<file path="src/rtl/xfer_pkg.sv">
package xfer_pkg;
  parameter int RING_W = 2;
  typedef logic [RING_W-1:0] ring_t;
  typedef enum logic {XFER_JMP = 1'b0, XFER_CALL = 1'b1} xfer_kind_e;
  localparam ring_t RING_KERNEL = '0;
endpackage

</file>
<file path="src/rtl/xfer_direct_rule.sv">
module xfer_direct_rule
  import xfer_pkg::*;
(
  input  ring_t cpl_i,
  input  ring_t dest_dpl_i,
  input  logic  dest_conf_i,
  output logic  ok_o
);
  // conforming targets run at the caller's ring, so only need to be at least as privileged
  always_comb begin
    if (dest_conf_i) ok_o = (dest_dpl_i <= cpl_i);
    else             ok_o = (dest_dpl_i == cpl_i);
  end
endmodule

</file>
<file path="src/rtl/xfer_gate_rule.sv">
module xfer_gate_rule
  import xfer_pkg::*;
(
  input  ring_t      cpl_i,
  input  ring_t      rpl_i,
  input  ring_t      gate_dpl_i,
  input  ring_t      dest_dpl_i,
  input  logic       dest_conf_i,
  input  xfer_kind_e kind_i,
  output logic       ok_o,
  output logic       raise_o
);
  ring_t eff_rpl;
  logic  gate_ok, dest_ok, inward;

  always_comb begin
    eff_rpl = (cpl_i > rpl_i) ? cpl_i : rpl_i;
    gate_ok = (eff_rpl <= gate_dpl_i);
    dest_ok = (dest_dpl_i <= cpl_i);
    inward  = !dest_conf_i && (dest_dpl_i < cpl_i);
    // only calls may move the ring inward
    ok_o    = gate_ok && dest_ok && !(inward && kind_i == XFER_JMP);
    raise_o = ok_o && inward;
  end
endmodule

</file>
<file path="src/rtl/xfer_priv_insn.sv">
module xfer_priv_insn
  import xfer_pkg::*;
(
  input  logic  insn_valid_i,
  input  ring_t cpl_i,
  output logic  fault_o
);
  assign fault_o = insn_valid_i && (cpl_i != RING_KERNEL);
endmodule

</file>
<file path="src/rtl/xfer_priv_check.sv">
module xfer_priv_check
  import xfer_pkg::*;
(
  input  logic                        clk_i,
  input  logic                        rst_ni,
  input  logic                        req_valid_i,
  input  logic                        kind_i,
  input  logic                        is_gate_i,
  input  logic [xfer_pkg::RING_W-1:0] cpl_i,
  input  logic [xfer_pkg::RING_W-1:0] rpl_i,
  input  logic [xfer_pkg::RING_W-1:0] gate_dpl_i,
  input  logic [xfer_pkg::RING_W-1:0] dest_dpl_i,
  input  logic                        dest_conf_i,
  input  logic                        insn_valid_i,
  output logic                        done_o,
  output logic                        allow_o,
  output logic                        gp_fault_o,
  output logic [xfer_pkg::RING_W-1:0] new_cpl_o,
  output logic                        stk_sw_o,
  output logic [xfer_pkg::RING_W-1:0] stk_ring_o,
  output logic                        priv_fault_o
);
  logic  d_ok, g_ok, g_raise, p_fault;
  logic  ok, raise;
  ring_t next_cpl;

  xfer_direct_rule u_direct (
    .cpl_i       (cpl_i),
    .dest_dpl_i  (dest_dpl_i),
    .dest_conf_i (dest_conf_i),
    .ok_o        (d_ok)
  );

  xfer_gate_rule u_gate (
    .cpl_i       (cpl_i),
    .rpl_i       (rpl_i),
    .gate_dpl_i  (gate_dpl_i),
    .dest_dpl_i  (dest_dpl_i),
    .dest_conf_i (dest_conf_i),
    .kind_i      (xfer_kind_e'(kind_i)),
    .ok_o        (g_ok),
    .raise_o     (g_raise)
  );

  xfer_priv_insn u_priv (
    .insn_valid_i (insn_valid_i),
    .cpl_i        (cpl_i),
    .fault_o      (p_fault)
  );

  always_comb begin
    ok       = is_gate_i ? g_ok : d_ok;
    raise    = is_gate_i && g_raise;
    next_cpl = raise ? dest_dpl_i : cpl_i;
  end

  always_ff @(posedge clk_i or negedge rst_ni) begin
    if (!rst_ni) begin
      done_o       <= 1'b0;
      allow_o      <= 1'b0;
      gp_fault_o   <= 1'b0;
      new_cpl_o    <= '0;
      stk_sw_o     <= 1'b0;
      stk_ring_o   <= '0;
      priv_fault_o <= 1'b0;
    end else begin
      priv_fault_o <= p_fault;
      done_o       <= req_valid_i;
      allow_o      <= req_valid_i && ok;
      gp_fault_o   <= req_valid_i && !ok;
      stk_sw_o     <= req_valid_i && raise;
      if (req_valid_i) begin
        new_cpl_o <= next_cpl;
        if (raise) stk_ring_o <= dest_dpl_i;
      end
    end
  end

  AST_VERDICT_ONEHOT: assert property (@(posedge clk_i) disable iff (!rst_ni)
    done_o |-> $countones({allow_o, gp_fault_o}) == 1);
  AST_DONE_FOLLOWS_REQ: assert property (@(posedge clk_i) disable iff (!rst_ni)
    done_o |-> $past(req_valid_i));
  AST_SW_INWARD: assert property (@(posedge clk_i) disable iff (!rst_ni)
    stk_sw_o |-> allow_o && stk_ring_o == new_cpl_o && new_cpl_o < $past(cpl_i));
  AST_JMP_NO_SWITCH: assert property (@(posedge clk_i) disable iff (!rst_ni)
    (done_o && !$past(kind_i)) |-> !stk_sw_o);
  AST_FAULT_KEEPS_RING: assert property (@(posedge clk_i) disable iff (!rst_ni)
    (done_o && gp_fault_o) |-> new_cpl_o == $past(cpl_i));
  AST_PRIV_OUTSIDE_KERNEL: assert property (@(posedge clk_i) disable iff (!rst_ni)
    priv_fault_o |-> $past(insn_valid_i) && $past(cpl_i) != RING_KERNEL);
endmodule

</file>
<file path="config.mk">
export PLATFORM = sky130hd
export DESIGN_NAME = xfer_priv_check
export DESIGN_NICKNAME = d
export VERILOG_FILES = /design/src/rtl/xfer_pkg.sv /design/src/rtl/xfer_direct_rule.sv /design/src/rtl/xfer_gate_rule.sv /design/src/rtl/xfer_priv_insn.sv /design/src/rtl/xfer_priv_check.sv
export SDC_FILE = /design/constraint.sdc
export NUM_CORES = 1
export LEC_CHECK = 0
export ABC_AREA = 1
export BUFFER_PORTS_ARGS = -buffer_cell sky130_fd_sc_hd__buf_2
export CAP_MARGIN = 20
export CELL_PAD_IN_SITES_DETAIL_PLACEMENT = 0
export CELL_PAD_IN_SITES_GLOBAL_PLACEMENT = 2
export CORE_ASPECT_RATIO = 0.6
export CORE_UTILIZATION = 24
export CTS_BUF_LIST = sky130_fd_sc_hd__clkbuf_16
export DETAILED_ROUTE_END_ITERATION = 6
export GPL_ROUTABILITY_DRIVEN = 0
export PLACE_DENSITY = 0.72
export SETUP_SLACK_MARGIN = 0.05
export SYNTH_ARGS = -nofsm -noshare
export SYNTH_HDL_FRONTEND = slang
export SYNTH_SLANG_ARGS = --single-unit
</file>
<file path="constraint.sdc">
create_clock -name clk_i -period 0.9 [get_ports clk_i]
set_clock_uncertainty 0.05 [all_clocks]
set_input_delay 0.09 -clock clk_i [delete_from_list [all_inputs] [get_ports clk_i]]
set_output_delay 0.09 -clock clk_i [all_outputs]
set_load 0.05 [all_outputs]
</file>
==> run_results.csv <==
group,metric,value,unit
status,status,"finished with violations",
status,violations,"setup timing",
global_routing,grt_pass1_wl,2280,um
worst_setup_path,slowest_delay,0.25,ns
sta,fin_ws,-0.690,ns
route,drt_drc_violations_left,0,
final_layout,fill_cells,215,
power,powerDensity,1830,nW/um^2
final_layout,seqCellArea,225,um^2
final_layout,multi_input_area,362,um^2
sta,timing.final.crit_share,177,%
global_routing,grt-ovfl-total,0,
sta,period_minus_slack,1.59,ns
worst_setup_path,r2r_start,"new_cpl_o[0]",
worst_setup_path,crit_path_end,"stk_ring_o[1]",
global_routing,track_usage,12.8,%
route,viasPerCell,3.90,
worst_setup_path,critPathLaunchType,"primary input",
sta,finalMaxSlewViolations,0,
worst_setup_path,crit_slowest_cell,"ha_4",
sta,worstMarginPinSlew,0.203,ns
clocking,clock_latency,0.23,ns
synth,yosysTopAreaCellShare,39.6,%
power,leakagePower,0.568,nW
worst_setup_path,crit_arrival,1.66,ns
global_routing,antenna_found_initial,0,
worst_setup_path,critical-path-top-cell-by-count,"nand2_1",
worst_setup_path,cp.required,0.97,ns
floorplan,core-area,2200,um^2
synth,yosys.area.top_type,"dfrtp_1",
global_routing,grt_pass1_vias,501,
synth,synth_warnings,0,
floorplan,dieHeight,39.7,um
floorplan,io_pins,24,
synth,muxShareOfSynthArea,0,%
job,maxCapViolations,0,
worst_setup_path,r2r_cells,2,
power,ir_drop,781,uV
sta,rsz0062_at_grt,"yes",
placed_design,place_inst,130,
synth,synth_cell_types,16,
synth,synth_top_family_by_area,"simple AND/OR/NAND/NOR gates",
route,first_pass_iters,4,
floorplan,initial_core_util,25.9,%
worst_setup_path,worstSetupPathType,"primary input to register",
clocking,cts_buffers,3,
sta,tns,-4.37,ns
sta,hold_violations,0,
clocking,path_clk_slew,0.04,ns
final_layout,layout_commonest_cell,"nand2_1",
synth,synth_nets,93,
route,drt-total-wl,1310,um
worst_setup_path,r2r_slack,0.20,ns
synth,synth_top_cells_by_area,"dfrtp_1 40%, ha_1 15%, nand2_1 12%",
route,antenna_left,0,
route,drtIter0Drc,13,
floorplan,die_x,64.8,um
placed_design,io_buffer_count,23,
synth,seq_area_frac_synth,39.6,%
sta,whs,0.0122,ns
synth,syn_inst,71,
placed_design,pre_cts_ws,-1.12,ns
power,finalPower,0.00196,W
sta,slew_headroom,86.5,%
hold_path,hold_class,"primary input to register",
sta,max_freq,0.629,GHz
synth,syn_area,568,um^2
clocking,cts_max_level,1,
final_layout,layoutNonFillerInstCount,138,
worst_setup_path,worst_setup_path_end_kind,"register",
worst_setup_path,cp_cell_sequence,"buf_8 -> inv_6 -> ha_4 -> o22ai_4 -> nor2_2 -> a21oi_2 -> ha_4 -> inv_2 -> nand2_2 -> nand2_1 -> nand2_1 -> nand3_2 -> nor2_4 -> nand3_2 -> nand2_1 -> nand2_1",
synth,synth-xor-area-share,0,%
placed_design,dp_hpwl,1040,um
final_layout,nNetsFinal,131,
clocking,numClockSinks,9,
final_layout,area_delta_synth_final,89.4,%
final_layout,layout-drive-gt1-share,51.9,%
worst_setup_path,setup.worst_path.start,"cpl_i[1]",
route,vias,538,
route,avgRoutedWirePerCell,9.51,um
sta,setup_violations,12,
clocking,cts_tree,"built",
final_layout,final_cell_mix,"16 x nand2_1, 13 x inv_1, 11 x buf_6, 10 x buf_2",
worst_setup_path,r2r_end,"new_cpl_o[0]",
clocking,root_buffer,"clkbuf_16",
clocking,cts_max_path_buffers,2,
worst_setup_path,cp_max_fo,4,
floorplan,row_count,13,
synth,synthSimpleGateAreaFrac,28.6,%
global_routing,grt_start_max_net_pins,10,
hold_path,min_from,"insn_valid_i",
synth,synth_fa_ha_area_share,15.4,%
synth,syn_avg_cell_area,8.00,um^2
final_layout,antenna_cells,0,
floorplan,die_area,2570,um^2
synth,synth_compound_area_share,5.07,%
synth,ys_ff_latch,9,
flip-flops by register name, summed over array words and instances, names as in the netlist:
| signal | count |
|---|---|
| stk_sw_o | 1 |
| gp_fault_o | 1 |
| allow_o | 1 |
| stk_ring_o | 2 |
| new_cpl_o | 2 |
| priv_fault_o | 1 |
| done_o | 1 |
cell type report:
| cell class | instances | area share [%] |
|---|---|---|
| inverters | 17 | 8.02 |
| well taps | 30 | 3.49 |
| multi-input cells | 45 | 33.6 |
| repair buffers | 33 | 26.6 |
| clock buffers | 3 | 6.98 |
| flip-flops and latches | 9 | 20.9 |
| clock inverters | 1 | 0.349 |
per-layer routing:
metal  GRT usage [%]  vias up  wire length, um
met1            16.6      228              663
met3            5.52        3               87
met4            5.00        0               17
met5               0        -                0
met2            18.5       16              544
li1                -      291                -
critical path: cells and delay by family:
kind	cells	cell delay, ns
buf+inv	3	0.15
simple gates	9	0.67
compound gates	2	0.34
fa+ha+maj	2	0.40
through the flow:
step                utilization, %  instance area, um^2
floorplan                        -                  624
global placement              37.4                  822
detailed placement            37.4                  822
CTS                           48.3                 1060
global route                  49.0                 1080
finish                        49.0                 1080
worst min-delay path by stage:
stage                   endpoint  slack [ns]  cells after the start
floorplan                allow_o       -0.26                      0
global placement        stk_sw_o        -0.1                      1
CTS                 priv_fault_o       0.008                      2
global route              done_o        0.02                      1
detailed placement      stk_sw_o        -0.1                      1
finish              priv_fault_o        0.01                      2
Yosys cell counts:
master / number
nand2_1: 18
inv_1: 17
dfrtp_1: 9
ha_1: 7
nand3_1: 3
nor2_1: 3
a21oi_1: 2
nand2_2: 2
nand3_2: 2
nand4_1: 2
and2_1: 1
nor2_2: 1
nor2_4: 1
o21a_1: 1
o21ai_1: 1
o22ai_1: 1
power by group:
part	total (W)	internal (W)	switching, W	leakage [nW]
logic	0.000700	0.000292	0.000408	0.412
clock network	0.000767	0.000580	0.000187	0.0423
registers	0.000497	0.000463	0.0000337	0.114
total	0.00196	0.00134	0.000629	0.568
kinds of logic (layout without fill, tap and decap cells):
group | count (synthesis) | in the layout
DFF | 9 | 9
adders and majority gates | 7 | 7
AOI/OAI and AO/OA | 5 | 5
and+or+nand+nor | 33 | 33
buffers and inverters | 17 | 54
repair_timing:
item                       4_1_cts  5_1_grt
hold endpoints to repair         9        0
setup endpoints to repair       16       16
gates resized for setup         35        5
hold buffers                     1        0
pin swaps                       14        0
setup buffers                    3        0
Power figures use the tool's default switching activity.
